**src/rtl/intr_pkg.sv**
```systemverilog
// Shared types for the interrupt arbitration unit.
// Assumes: vector codes are decoded by the sequencer's vector-fetch logic.
package intr_pkg;
    localparam int VEC_W = 2;

    typedef enum logic [VEC_W-1:0] {
        VEC_NONE = 2'd0,
        VEC_IRQ  = 2'd1,
        VEC_NMI  = 2'd2,
        VEC_RST  = 2'd3
    } vec_e;
endpackage

```
**src/rtl/nmi_edge_latch.sv**
```systemverilog
// Detects falling edges on the active-low non-maskable input and holds them
// until the arbiter selects the non-maskable vector.
// Assumes: nmi_n is already synchronous to clk.
module nmi_edge_latch (
    input  logic clk,
    input  logic rst_n,
    input  logic nmi_n_i,
    input  logic clr_i,
    output logic active_o
);
    logic prev_q;
    logic pend_q;
    logic fall;

    // edge of this cycle counts at once, so the window sees it without delay
    assign fall     = prev_q & ~nmi_n_i;
    assign active_o = pend_q | fall;

    // remember last level of the pin
    always_ff @(posedge clk) begin
        if (!rst_n) prev_q <= 1'b1;
        else        prev_q <= nmi_n_i;
    end

    // pending flag: consumed on selection, otherwise set by an edge
    always_ff @(posedge clk) begin
        if (!rst_n)     pend_q <= 1'b0;
        else if (clr_i) pend_q <= 1'b0;
        else if (fall)  pend_q <= 1'b1;
    end
endmodule

```
**src/rtl/sample_window.sv**
```systemverilog
// Captures the decision to interrupt at the end of each instruction.
// A normal instruction uses the request seen in its penultimate cycle; a
// conditional branch uses the request seen in its last cycle.
// Assumes: last_i and sync_i are never high in the same cycle.
module sample_window (
    input  logic clk,
    input  logic rst_n,
    input  logic req_i,
    input  logic last_i,
    input  logic sync_i,
    input  logic branch_i,
    output logic take_o
);
    logic req_q;
    logic take_q;

    assign take_o = take_q;

    // one-cycle history of the combined request
    always_ff @(posedge clk) begin
        if (!rst_n) req_q <= 1'b0;
        else        req_q <= req_i;
    end

    // decision latched at the end of the last cycle, dropped after the fetch
    always_ff @(posedge clk) begin
        if (!rst_n)      take_q <= 1'b0;
        else if (last_i) take_q <= branch_i ? req_i : req_q;
        else if (sync_i) take_q <= 1'b0;
    end
endmodule

```
**src/rtl/entry_tracker.sv**
```systemverilog
// Counts the cycles of a running break entry and holds its vector code.
// Allows a maskable entry to be redirected to the non-maskable vector while
// the counter is below HIJACK_LIMIT.
// Assumes: start_i only pulses while no entry is running.
module entry_tracker
    import intr_pkg::*;
#(
    parameter int ENTRY_CYCLES = 7,
    parameter int HIJACK_LIMIT = 5
) (
    input  logic clk,
    input  logic rst_n,
    input  logic start_i,
    input  vec_e start_vec_i,
    input  logic nmi_active_i,
    output logic active_o,
    output vec_e vec_o,
    output logic hijack_o
);
    localparam int CNT_W = $clog2(ENTRY_CYCLES);
    localparam logic [CNT_W-1:0] LAST_IDX = CNT_W'(ENTRY_CYCLES - 1);
    localparam logic [CNT_W-1:0] HJ_IDX   = CNT_W'(HIJACK_LIMIT);

    logic             active_q;
    logic [CNT_W-1:0] cnt_q;
    vec_e             vec_q;

    assign active_o = active_q;
    assign vec_o    = vec_q;
    assign hijack_o = active_q && (vec_q == VEC_IRQ) && nmi_active_i && (cnt_q < HJ_IDX);

    // entry cycle counter; cycle 0 is the forced fetch itself
    always_ff @(posedge clk) begin
        if (!rst_n) begin
            active_q <= 1'b0;
            cnt_q    <= '0;
        end else if (start_i) begin
            active_q <= 1'b1;
            cnt_q    <= CNT_W'(1);
        end else if (active_q) begin
            if (cnt_q == LAST_IDX) active_q <= 1'b0;
            cnt_q <= cnt_q + CNT_W'(1);
        end
    end

    // vector held for the entry, switched once on a hijack
    always_ff @(posedge clk) begin
        if (!rst_n)        vec_q <= VEC_NONE;
        else if (start_i)  vec_q <= start_vec_i;
        else if (hijack_o) vec_q <= VEC_NMI;
    end
endmodule

```
**src/rtl/intr_inject_unit.sv**
```systemverilog
// Top of the interrupt arbitration unit. Combines the requests, applies the
// sampling window, picks the vector by priority and drives the break
// injection strobe and hardware-break flag for the sequencer.
// Assumes: the sequencer runs a 7-cycle entry after force_brk_o and keeps
// last_cycle_i and sync_i low during it.
module intr_inject_unit
    import intr_pkg::*;
#(
    parameter int ENTRY_CYCLES = 7,
    parameter int HIJACK_LIMIT = 5
) (
    input  logic             clk,
    input  logic             rst_n,
    input  logic             cpu_reset_req_i,
    input  logic             irq_n_i,
    input  logic             nmi_n_i,
    input  logic             irq_mask_i,
    input  logic             sync_i,
    input  logic             last_cycle_i,
    input  logic             branch_i,
    output logic             force_brk_o,
    output logic [VEC_W-1:0] vec_sel_o,
    output logic             hw_brk_o
);
    logic rst_pend_q;
    logic nmi_active;
    logic nmi_clr;
    logic take;
    logic req_any;
    logic entry_active;
    logic hijack;
    vec_e entry_vec;
    vec_e start_vec;

    nmi_edge_latch nmi_i (
        .clk      (clk),
        .rst_n    (rst_n),
        .nmi_n_i  (nmi_n_i),
        .clr_i    (nmi_clr),
        .active_o (nmi_active)
    );

    // any request that may open an entry at the next boundary
    assign req_any = rst_pend_q | nmi_active | (~irq_n_i & ~irq_mask_i);

    sample_window win_i (
        .clk      (clk),
        .rst_n    (rst_n),
        .req_i    (req_any),
        .last_i   (last_cycle_i),
        .sync_i   (sync_i),
        .branch_i (branch_i),
        .take_o   (take)
    );

    // priority: reset, then non-maskable, then maskable
    always_comb begin
        if (rst_pend_q)      start_vec = VEC_RST;
        else if (nmi_active) start_vec = VEC_NMI;
        else                 start_vec = VEC_IRQ;
    end

    assign force_brk_o = sync_i & ~entry_active & (take | rst_pend_q);
    assign nmi_clr     = (force_brk_o & (start_vec == VEC_NMI)) | hijack;

    entry_tracker #(
        .ENTRY_CYCLES (ENTRY_CYCLES),
        .HIJACK_LIMIT (HIJACK_LIMIT)
    ) trk_i (
        .clk          (clk),
        .rst_n        (rst_n),
        .start_i      (force_brk_o),
        .start_vec_i  (start_vec),
        .nmi_active_i (nmi_active),
        .active_o     (entry_active),
        .vec_o        (entry_vec),
        .hijack_o     (hijack)
    );

    // reset pending: armed by unit reset or a request, consumed on selection
    always_ff @(posedge clk) begin
        if (!rst_n)                                     rst_pend_q <= 1'b1;
        else if (cpu_reset_req_i)                       rst_pend_q <= 1'b1;
        else if (force_brk_o && start_vec == VEC_RST)   rst_pend_q <= 1'b0;
    end

    // output code: live choice in the forced cycle, held code afterwards
    always_comb begin
        if (force_brk_o)       vec_sel_o = start_vec;
        else if (entry_active) vec_sel_o = entry_vec;
        else                   vec_sel_o = VEC_NONE;
    end

    assign hw_brk_o = force_brk_o | entry_active;
endmodule

```
**config.mk**
```make
export PLATFORM = sky130hd
export DESIGN_NAME = intr_inject_unit
export DESIGN_NICKNAME = d
export VERILOG_FILES = /design/src/rtl/intr_pkg.sv /design/src/rtl/nmi_edge_latch.sv /design/src/rtl/sample_window.sv /design/src/rtl/entry_tracker.sv /design/src/rtl/intr_inject_unit.sv
export SDC_FILE = /design/constraint.sdc
export NUM_CORES = 1
export LEC_CHECK = 0
export BUFFER_PORTS_ARGS = -buffer_cell sky130_fd_sc_hd__buf_2
export CAP_MARGIN = 30
export CORE_AREA = 2 2 39 41
export DETAILED_ROUTE_END_ITERATION = 8
export DIE_AREA = 0 0 41 43
export GPL_TIMING_DRIVEN = 0
export RECOVER_POWER = 25
export SLEW_MARGIN = 20
export SYNTH_ARGS = -nofsm -noshare
export SYNTH_HDL_FRONTEND = slang
export SYNTH_SLANG_ARGS = --single-unit
```
**constraint.sdc**
```tcl
create_clock -name clk -period 3.8 [get_ports clk]
set_clock_uncertainty 0.05 [all_clocks]
set_input_delay 0.38 -clock clk [delete_from_list [all_inputs] [get_ports clk]]
set_output_delay 0.38 -clock clk [all_outputs]
set_load 0.005 [all_outputs]
```
==> results.ini <==
[outcome]
status = completed

[floorplan]
initial_core_util = 0.380
rows = 14
ios = 13
dieArea_um2 = 1760
dieWidth_um = 41
die_h_um = 43
core_um2 = 1380

[logic_synthesis]
netlist_instances = 58
synth-xor-area-share = 0.0333
synth.area.mux_share = 0
synth.distinct_cells = 28
ys_warn_count = 0
yosys.area_share.adder = 0.0476
synth_compound_area_frac = 0.205
syn_area_um2 = 526
ys_ff_latch = 11
synth-simple-area-share = 0.245
synth_nets = 69
ys_seq_area_frac = 0.419
synth_top_family_by_area = simple AND/OR/NAND/NOR gates
syn_avg_cell_area_um2 = 9.06

[setup_path]
end_kind = output port
critPathRequiredTime_ps = 3370
max_stage_delay_ps = 320
critPathArrivalTime_ps = 1690
worstPathCellList = clkbuf_1 -> nand2b_4 -> or2_1 -> inv_1 -> o21ai_0 -> nand2_1 -> buf_2
crit_type = reg2out
slowest_stage = clkbuf_1
start_kind = register
cp_num_buf_inv = 3
cp_top_family = buffers and inverters
crit_path_max_fanout = 9

[finish]
regArea_um2 = 220
n_antenna_cell = 0
num-fill-cells = 154
fin_util = 0.450
areaGrowthSynthToFinish_pct = 18.6
layout.nets = 86
fin_area_um2 = 623
drive_gt1_frac = 0.203
layout_common_cells = 11 x buf_2, 11 x dfxtp_1, 10 x nand2_1
multi_input_area_um2 = 279

[global_route]
grt_pass1_vias = 441
grt_max_degree = 11
antenna_found_initial = 0
grt_overflow_total = 0
grt_pass1_wl_mm = 1.80
grt_usage = 0.157

[timing]
slew_headroom = 0.742
hold_ws_ps = 238
max_freq_mhz = 472
tightest_slew_ps = 387
fin_crit_sh = 0.557
finalHoldViolCount = 0
tns_ps = 0
min_period_ps = 2120
slew_violations = 0
setup-violations-final = 0
grt_setup_unrepaired = no

[drt]
drt_pass1_iterations = 4
wl_per_cell_um = 12.0
viasPerCell = 5.02
wl_mm = 1.08
drtIter0Drc = 1
drc = 0
postRouteAntennaNets = 0
vias = 452

[power]
irDropWorstVdd_v = 0.000178
p_leak_nw = 0.278
powerDensity_nw_per_um2 = 412
fin_total_pwr_mw = 0.257

[worst_hold_path]
hp-class = in2reg

[clock_network]
cts_resized = 0
clock_latency_ps = 280
ctsHoldBuffers = 0
cts_max_level = 1
cts_setup_buffers = 0
root_buffer = clkbuf_4
cts_tree = built
path_clk_slew_ps = 70
clockBufferDepth = 2
cts.sinks = 11
cts_buffers = 3

[placed_design]
routabilityCongestion = 0.652
postPlaceCellArea_um2 = 606
io_buffers = 12
dp_hpwl_um = 791

[flow_run]
cap_violations = 0

## area by class of cell
class	instances	area share
multi-input combinational	42	0.448
clock buffer	4	0.0422
timing repair buffer	12	0.0944
tap	16	0.0321
inverter	3	0.0181
buffer	2	0.0120
sequential	11	0.353
## where the power goes
part | leakage (nW) | switching, mW | internal (mW) | total [mW]
Sequential | 0.0913 | 0.00665 | 0.124 | 0.131
Combinational | 0.172 | 0.0218 | 0.0210 | 0.0428
Clock | 0.0150 | 0.0425 | 0.0408 | 0.0833
## final timing paths
path                                       from        endpoint  slack, ps  cells after the start
worst max register to register   trk_i.active_o  trk_i.vec_o[0]       2210                      5
worst min register to register   trk_i.vec_o[0]  trk_i.vec_o[0]        490                      1
worst max-delay path             trk_i.active_o    vec_sel_o[1]       1680                      7
worst min-delay path            cpu_reset_req_i      rst_pend_q        240                      2
## cell usage after synthesis
| cell | n | share of area |
|---|---|---|
| a211oi_1 | 1 | 0.014 |
| a21boi_0 | 3 | 0.043 |
| a21o_1 | 1 | 0.014 |
| a21oi_1 | 1 | 0.0095 |
| and3_1 | 1 | 0.012 |
| buf_6 | 1 | 0.021 |
| clkbuf_1 | 1 | 0.0071 |
| dfxtp_1 | 11 | 0.42 |
| ha_1 | 2 | 0.048 |
| inv_1 | 3 | 0.021 |
| nand2_1 | 10 | 0.071 |
| nand2b_1 | 1 | 0.012 |
| nand2b_4 | 1 | 0.026 |
| nand3b_1 | 1 | 0.014 |
| nand4bb_1 | 1 | 0.021 |
| nor2_1 | 4 | 0.029 |
| nor4b_1 | 1 | 0.017 |
| o211ai_1 | 1 | 0.014 |
| o21a_1 | 1 | 0.014 |
| o21ai_0 | 3 | 0.029 |
| o221a_1 | 1 | 0.021 |
| o22ai_1 | 1 | 0.012 |
| o31a_1 | 2 | 0.033 |
| or2_1 | 1 | 0.012 |
| or3b_1 | 1 | 0.017 |
| or4_1 | 1 | 0.014 |
| xnor2_1 | 1 | 0.017 |
| xor2_1 | 1 | 0.017 |
## logic make-up after synthesis
kind of cell | count (synthesis)
compound gates | 15
xor+xnor | 2
fa+ha+maj | 2
buf+inv | 5
flops | 11
simple gates | 23
## metal layers
layer | vias up | part of all wire | track usage
met5 | - | 0 | 0
met4 | 0 | 0.037 | 0.140
met3 | 5 | 0.040 | 0.0471
met2 | 8 | 0.44 | 0.200
met1 | 204 | 0.48 | 0.201
li1 | 235 | - | -
## registers in the layout, summed over array words and instances, names as in the netlist
name            flops
trk_i.vec_o         2
win_i.take_o        1
rst_pend_q          1
nmi_i.prev_q        1
nmi_i.pend_q        1
trk_i.active_o      1
win_i.req_q         1
trk_i.cnt_q         3
## worst register-to-register path, delay by kind of cell (launching register included)
family / cells / cell delay, ps
AO/OA/AOI/OAI: 2 / 340
buffers and inverters: 1 / 200
flip-flops: 1 / 300
AND/OR/NAND/NOR: 2 / 600
## per-stage QoR
stage | instances | setup slack, ps
3_5_place_dp | 86 | 2090
6_report | 90 | 1680
2_1_floorplan | 58 | 2280
5_1_grt | 90 | 1460
3_3_place_gp | 86 | 2110
4_1_cts | 90 | 1790
(Power assumes the default switching activity.)
